**config.mk**
```make
export PLATFORM = sky130hd
export DESIGN_NAME = dr_minterm_gate
export DESIGN_NICKNAME = d
export VERILOG_FILES = /design/src/rtl/dr_minterm_gate.sv
export SDC_FILE = /design/constraint.sdc
export NUM_CORES = 1
export LEC_CHECK = 0
export BUFFER_PORTS_ARGS = -buffer_cell sky130_fd_sc_hd__buf_2
export CAP_MARGIN = 5
export CORE_AREA = 8 8 45 47
export DETAILED_ROUTE_END_ITERATION = 16
export DIE_AREA = 0 0 53 55
export PLACE_DENSITY = 0.5
export SYNTH_ARGS = -nofsm -noshare
export SYNTH_HDL_FRONTEND = slang
export SYNTH_SLANG_ARGS = --single-unit
```
**constraint.sdc**
```tcl
create_clock -name clk -period 1.6 [get_ports clk]
set_input_delay 0.32 -clock clk [delete_from_list [all_inputs] [get_ports clk]]
set_output_delay 0.32 -clock clk [all_outputs]
set_load 0.02 [all_outputs]
```
**src/rtl/dr_minterm_gate.sv**
```systemverilog
module dr_minterm_gate #(
  parameter int N_IN = 3,
  parameter logic [2**N_IN-1:0] TRUTH = 8'b1110_1000
) (
  input  logic            clk,
  input  logic            rst_n,
  input  logic [N_IN-1:0] in_t,
  input  logic [N_IN-1:0] in_f,
  output logic            out_t,
  output logic            out_f
);
  localparam int NTERM = 2**N_IN;

  logic [NTERM-1:0] cel_q;

  for (genvar m = 0; m < NTERM; m++) begin : g_term
    logic [N_IN-1:0] pick;
    for (genvar i = 0; i < N_IN; i++) begin : g_rail
      if (((m >> i) % 2) == 1) begin : g_hi
        assign pick[i] = in_t[i];
      end else begin : g_lo
        assign pick[i] = in_f[i];
      end
    end
    always_ff @(posedge clk or negedge rst_n) begin
      if (!rst_n)          cel_q[m] <= 1'b0;
      else if (&pick)      cel_q[m] <= 1'b1;
      else if (~|pick)     cel_q[m] <= 1'b0;
    end
  end

  assign out_t = |(cel_q & TRUTH);
  assign out_f = |(cel_q & ~TRUTH);

  logic all_valid, all_null, out_any;
  assign all_valid = &(in_t ^ in_f);
  assign all_null  = ~|(in_t | in_f);
  assign out_any   = out_t | out_f;

  assert_no_illegal_input_R2: assert property (@(posedge clk) disable iff (!rst_n)
    ~|(in_t & in_f));
  assert_rails_exclusive_R4: assert property (@(posedge clk) disable iff (!rst_n)
    !(out_t && out_f));
  assert_one_minterm_R4: assert property (@(posedge clk) disable iff (!rst_n)
    $onehot0(cel_q));
  assert_wait_all_valid_R5: assert property (@(posedge clk) disable iff (!rst_n)
    (!out_any && !all_valid) |=> !out_any);
  assert_hold_until_null_R6: assert property (@(posedge clk) disable iff (!rst_n)
    (out_any && !all_null) |=> (out_any && $stable(out_t)));
  assert_clear_on_null_R6: assert property (@(posedge clk) disable iff (!rst_n)
    all_null |=> !out_any);
  assert_table_value_R3: assert property (@(posedge clk) disable iff (!rst_n)
    (!out_any && all_valid) |=> (out_t == TRUTH[$past(in_t)]));
endmodule

```
==> results of run 1 <==
## critical path: stages, from the launching register on
cell     delay, ns
dfrtp_1       0.38
or4_4         0.54
buf_6         0.15
## metal layers
metal	up-vias	routed length [um]	track usage [%]
met1	167	417	8.22
li1	173	-	-
met5	-	0	0
met2	10	505	12.3
met3	5	50	2.94
met4	0	34	6.47
## what timing repair did
| action | CTS | global route |
|---|---|---|
| gates resized for setup | 3 | 0 |
| hold endpoints to repair | 8 | 0 |
| buffers inserted | 3 | 1 |
| pin swaps | 1 | 1 |
| hold buffers | 1 | 0 |
| endpoints found under the setup margin | 2 | 2 |
## power by group through the flow
stage	sequential, W	clock, W	combinational (W)
floorplan	0.000241	0	0.0000293
global placement	0.000247	0	0.0000543
detailed placement	0.000247	0	0.0000556
CTS	0.000243	0.000156	0.0000743
global route	0.000247	0.000166	0.0000921
finish	0.000243	0.000158	0.0000813
## synth_stat cells
library cell   n  area [um^2]
a21oi_1        8         40.0
inv_1          4         15.0
dfrtp_1        8          200
or4_1          2         15.0
o21ai_0       16         80.1
## logic make-up after synthesis
family | count (synthesis)
buffers and inverters | 4
DFF | 8
AOI/OAI and AO/OA | 24
and+or+nand+nor | 2
## stage by stage
step / worst slack (ns) / hold slack (ns) / instances / cell area, um^2 / utilization (%)
CTS: -0.0340 / 0.376 / 70 / 480 / 34.7
global placement: 0.210 / 0.170 / 63 / 415 / 30.0
floorplan: 0.288 / 0.0244 / 38 / 350 / -
finish: -0.0453 / 0.375 / 71 / 488 / 35.3
detailed placement: 0.221 / 0.167 / 63 / 415 / 30.0
global route: -0.0741 / 0.395 / 71 / 488 / 35.3
## layout make-up
cell class	count	area [um^2]
Clock buffer	3	22.5
Fill cell	142	896
Inverter	4	15.0
Multi-Input combinational cell	26	139
Sequential cell	8	200
Tap cell	16	20.0
Timing Repair Buffer	14	91.3
## final timing paths
kind	endpoint	slack, ns	depth (start not counted)
max	out_t	-0.05	2
min	cel_q[7]	0.38	3
max reg2reg	cel_q[5]	0.66	4
min reg2reg	cel_q[1]	0.53	2
max in group asynchronous	cel_q[2]	1.00	2
min in group asynchronous	cel_q[6]	0.43	2
==> flow_summary.ini, run 1 <==
[synth]
synth.area.mux_share_pct = 0
ys_warn_count = 0
synthXorXnorAreaFrac_pct = 0
syn_avg_cell_area_um2 = 9.22
syn_area_um2 = 350
synth_nets = 46
synth.distinct_cells = 5
synthAdderAreaFrac_pct = 0
synth-compound-area-share_pct = 34.3
synth-simple-area-share_pct = 4.29
synth_seq_cells = 8
ys_seq_area_share_pct = 57.1
synth_top_family_by_area = compound AO/OA/AOI/OAI gates
syn-instance-count = 38

[floorplan]
core_area_um2 = 1380
top_level_ports = 10
rows = 14
die_area_um2 = 2920
start_util_pct = 25.3
die_w_um = 53
die_h_um = 55

[pwr]
pwr-share-clk_pct = 32.8
internal-power_w = 0.000352
p_leak_nw = 0.212
power_frac_seq_pct = 50.4
vdd_drop_max_mv = 0.259
switching_power_w = 0.000130
power.density_nw_per_um2 = 989
p_sw_share_pct = 27.0
power.total_w = 0.000483
comb_power_share_pct = 16.8

[clock_network]
cts_buffers = 3
cts.sinks = 8
insertion_delay_ns = 0.26
cts_tree = built
htreeDepth = 1
clk_pin_slew_ns = 0.06
root_buffer = clkbuf_4
clk_path_buf_depth = 2

[detailed_routing]
drc = 0
num_vias = 355
ant_nets = 0
wl_per_cell_um = 14.2
vias_per_cell = 5.00
first_pass_iters = 4
drt-total-wl_um = 1010
drt_iter0_markers = 13

[sta]
min_period_ns = 1.65
finalCritPeriodShare_pct = 103
layout_setup_ws_ns = -0.0453
relSlewSlack_pct = 87.2
worstMarginPinSlew_ns = 0.190
drv_slew = 0
finalSetupViolations = 2
rsz0062_at_grt = true
clock-skew-final_ns = 0
hold_viol = 0
fmax_ghz = 0.608
fin_setup_tns_ns = -0.0723

[run]
cap_violations = 0

[grt]
grt_pass1_wl_um = 1610
grt_start_max_net_pins = 9
grt_usage_pct = 7.82
grt_pass1_vias = 378
grt_remaining_overflow = 0
antenna_found_initial = 0

[min_path]
hold_class = input pin to flip-flop
worstHoldStart = in_t[2]

[outcome]
violations = negative setup slack
status = finished, violations left

[setup_path]
crit_path_end_kind = primary output
cp-start-kind = flip-flop
crit_type = flip-flop to primary output
worstPathRequired_ns = 1.28
r2r_start = cel_q[5]
arrival_ns = 1.33
critPathLaunch = cel_q[5]
cp_max_fo = 2

[cells_and_area]
reg_top3 = cel_q: 8 flops
top_register = cel_q
largest_reg_flops = 8
layout-drive-gt1-share_pct = 30.9
antenna_cells = 0
final_cell_mix = 16 x o21ai_0, 8 x a21oi_1, 8 x dfrtp_1, 8 x buf_2
fin_nets = 65
area_growth_pct = 39.3
final_common_cell = o21ai_0

[placement]
io_buffers = 9
detailed_place_hpwl_um = 644
gp_congestion = 0.638
No activity file was read; power rests on OpenSTA's default activity.
==> run 2: changes to the inputs <==
Settings changed: PLACE_DENSITY 0.5 to 0.45.
==> run 2 against run 1 <==
The flow still finishes with violations (negative setup slack). Worst hold slack better by 0.0040 ns. Final area is 3.6% higher. Largest power group unchanged. Sequential cell count stayed put. Global-route usage is 0.49 points lower. Routed wire length is 7.5% lower. Via count is 0.56% lower.
==> flow_summary.ini, run 2 (same netlist as run 1, synthesis figures left out) <==
[pwr]
p_sw_share_pct = 26.2
power.density_nw_per_um2 = 955
p_leak_nw = 0.222
power_frac_seq_pct = 50.2
switching_power_w = 0.000126
internal-power_w = 0.000356
comb_power_share_pct = 17.5
pwr-share-clk_pct = 32.2
power.total_w = 0.000483
vdd_drop_max_mv = 0.388

[min_path]
hold_class = input pin to flip-flop
worstHoldStart = in_t[2]
whs_path_depth = 3
worstHoldEndpoint = cel_q[7]

[detailed_routing]
vias_per_cell = 4.90
drt_iter0_markers = 5
drt-total-wl_um = 931
wl_per_cell_um = 12.9
ant_nets = 0
drc = 0
first_pass_iters = 2
num_vias = 353

[floorplan]
die_area_um2 = 2920
top_level_ports = 10
start_util_pct = 25.3
die_h_um = 55
die_w_um = 53
core_area_um2 = 1380
rows = 14

[cells_and_area]
seq_area_um2 = 200
final_common_cell = o21ai_0
reg_top3 = cel_q: 8 flops
fin_nets = 66
multiInputGateArea_um2 = 143
nFillCells = 150
largest_reg_flops = 8
layout-drive-gt1-share_pct = 33.9
area_growth_pct = 44.3
final_cell_mix = 16 x o21ai_0, 8 x a21oi_1, 8 x dfrtp_1
top_register = cel_q
antenna_cells = 0
final_util_pct = 36.5

[clock_network]
cts_tree = built
root_buffer = clkbuf_4
htreeDepth = 1
cts.sinks = 8
cts_buffers = 3
insertion_delay_ns = 0.25
clk_path_buf_depth = 2
clk_pin_slew_ns = 0.05

[grt]
antenna_found_initial = 0
grt_pass1_vias = 339
grt_start_max_net_pins = 9
grt_remaining_overflow = 0
grt_usage_pct = 7.33
grt_pass1_wl_um = 1490

[setup_path]
r2r_cells = 4
worstPathRequired_ns = 1.28
r2r_start = cel_q[5]
arrival_ns = 1.31
crit_type = flip-flop to primary output
crit_path_end_kind = primary output
cp_max_fo = 2
r2r-end = cel_q[5]
reg2reg_slack_ns = 0.65
cp-start-kind = flip-flop

[sta]
hold_viol = 0
worstMarginPinSlew_ns = 0.182
finalSetupViolations = 2
hold_slack_ns = 0.379
finalCritPeriodShare_pct = 102
layout_setup_ws_ns = -0.0262
relSlewSlack_pct = 87.9
clock-skew-final_ns = 0
min_period_ns = 1.63
drv_slew = 0
fmax_ghz = 0.615
rsz0062_at_grt = true

[run]
cap_violations = 0

[outcome]
violations = negative setup slack
status = finished, violations left

[placement]
detailed_place_hpwl_um = 650
gp_congestion = 0.723
io_buffers = 9
==> run 2: cell types whose count changed in the layout (fill, tap and decap cells not counted) <==
cell   delta
or4_1     -1
buf_4     +1
or4_4     +1
buf_2     -1
buf_6     +1
==> run 2: repair_timing <==
item / in CTS / in global routing
hold endpoints to repair: 8 / 0
setup endpoints to repair: 2 / 2
buffers inserted: 3 / 2
gates resized for setup: 5 / 1
hold buffers: 1 / 0
pin swaps: 1 / 1
==> run 2: layout make-up <==
type	instances	area share [%]
Sequential cell	8	39.6
Multi-Input combinational cell	26	28.2
Timing Repair Buffer	15	20.8
Clock buffer	3	4.46
Tap cell	16	3.96
Inverter	4	2.97
==> run 2: power groups by stage <==
stage	registers (W)	logic, W	clock network, W
floorplan	0.000241	0.0000293	0
global placement	0.000246	0.0000558	0
detailed placement	0.000246	0.0000566	0
CTS	0.000242	0.0000746	0.000160
global route	0.000245	0.0000973	0.000170
finish	0.000242	0.0000846	0.000156
==> run 2: layer usage <==
| metal | track usage, % | part of all wire [%] | up-vias |
|---|---|---|---|
| met5 | 0 | 0 | - |
| met4 | 3.88 | 1.8 | 0 |
| met3 | 4.55 | 7.7 | 2 |
| met2 | 11.1 | 45 | 9 |
| met1 | 7.78 | 46 | 168 |
| li1 | - | - | 174 |
==> run 2: per-stage QoR <==
stage	worst slack [ns]	instances	TNS, ns	cell area, um^2
global route	-0.0491	72	-0.0970	505
CTS	-0.0346	70	-0.0638	487
finish	-0.0262	72	-0.0441	505
detailed placement	0.235	63	0	415
global placement	0.232	63	0	415
floorplan	0.288	38	0	350
==> run 2: how the worst max path moves through the flow <==
stage	slack, ns	cells past startpoint	to	from
global route	-0.05	2	out_f	cel_q[0]
finish	-0.03	2	out_t	cel_q[5]
floorplan	0.29	1	out_f	cel_q[1]
global placement	0.23	2	out_t	cel_q[5]
detailed placement	0.24	2	out_t	cel_q[5]
CTS	-0.03	2	out_f	cel_q[2]
==> run 2: critical path, stage by stage, from the launching register on <==
cell and delay (ns):
dfrtp_1 0.37, or4_4 0.53, buf_6 0.14
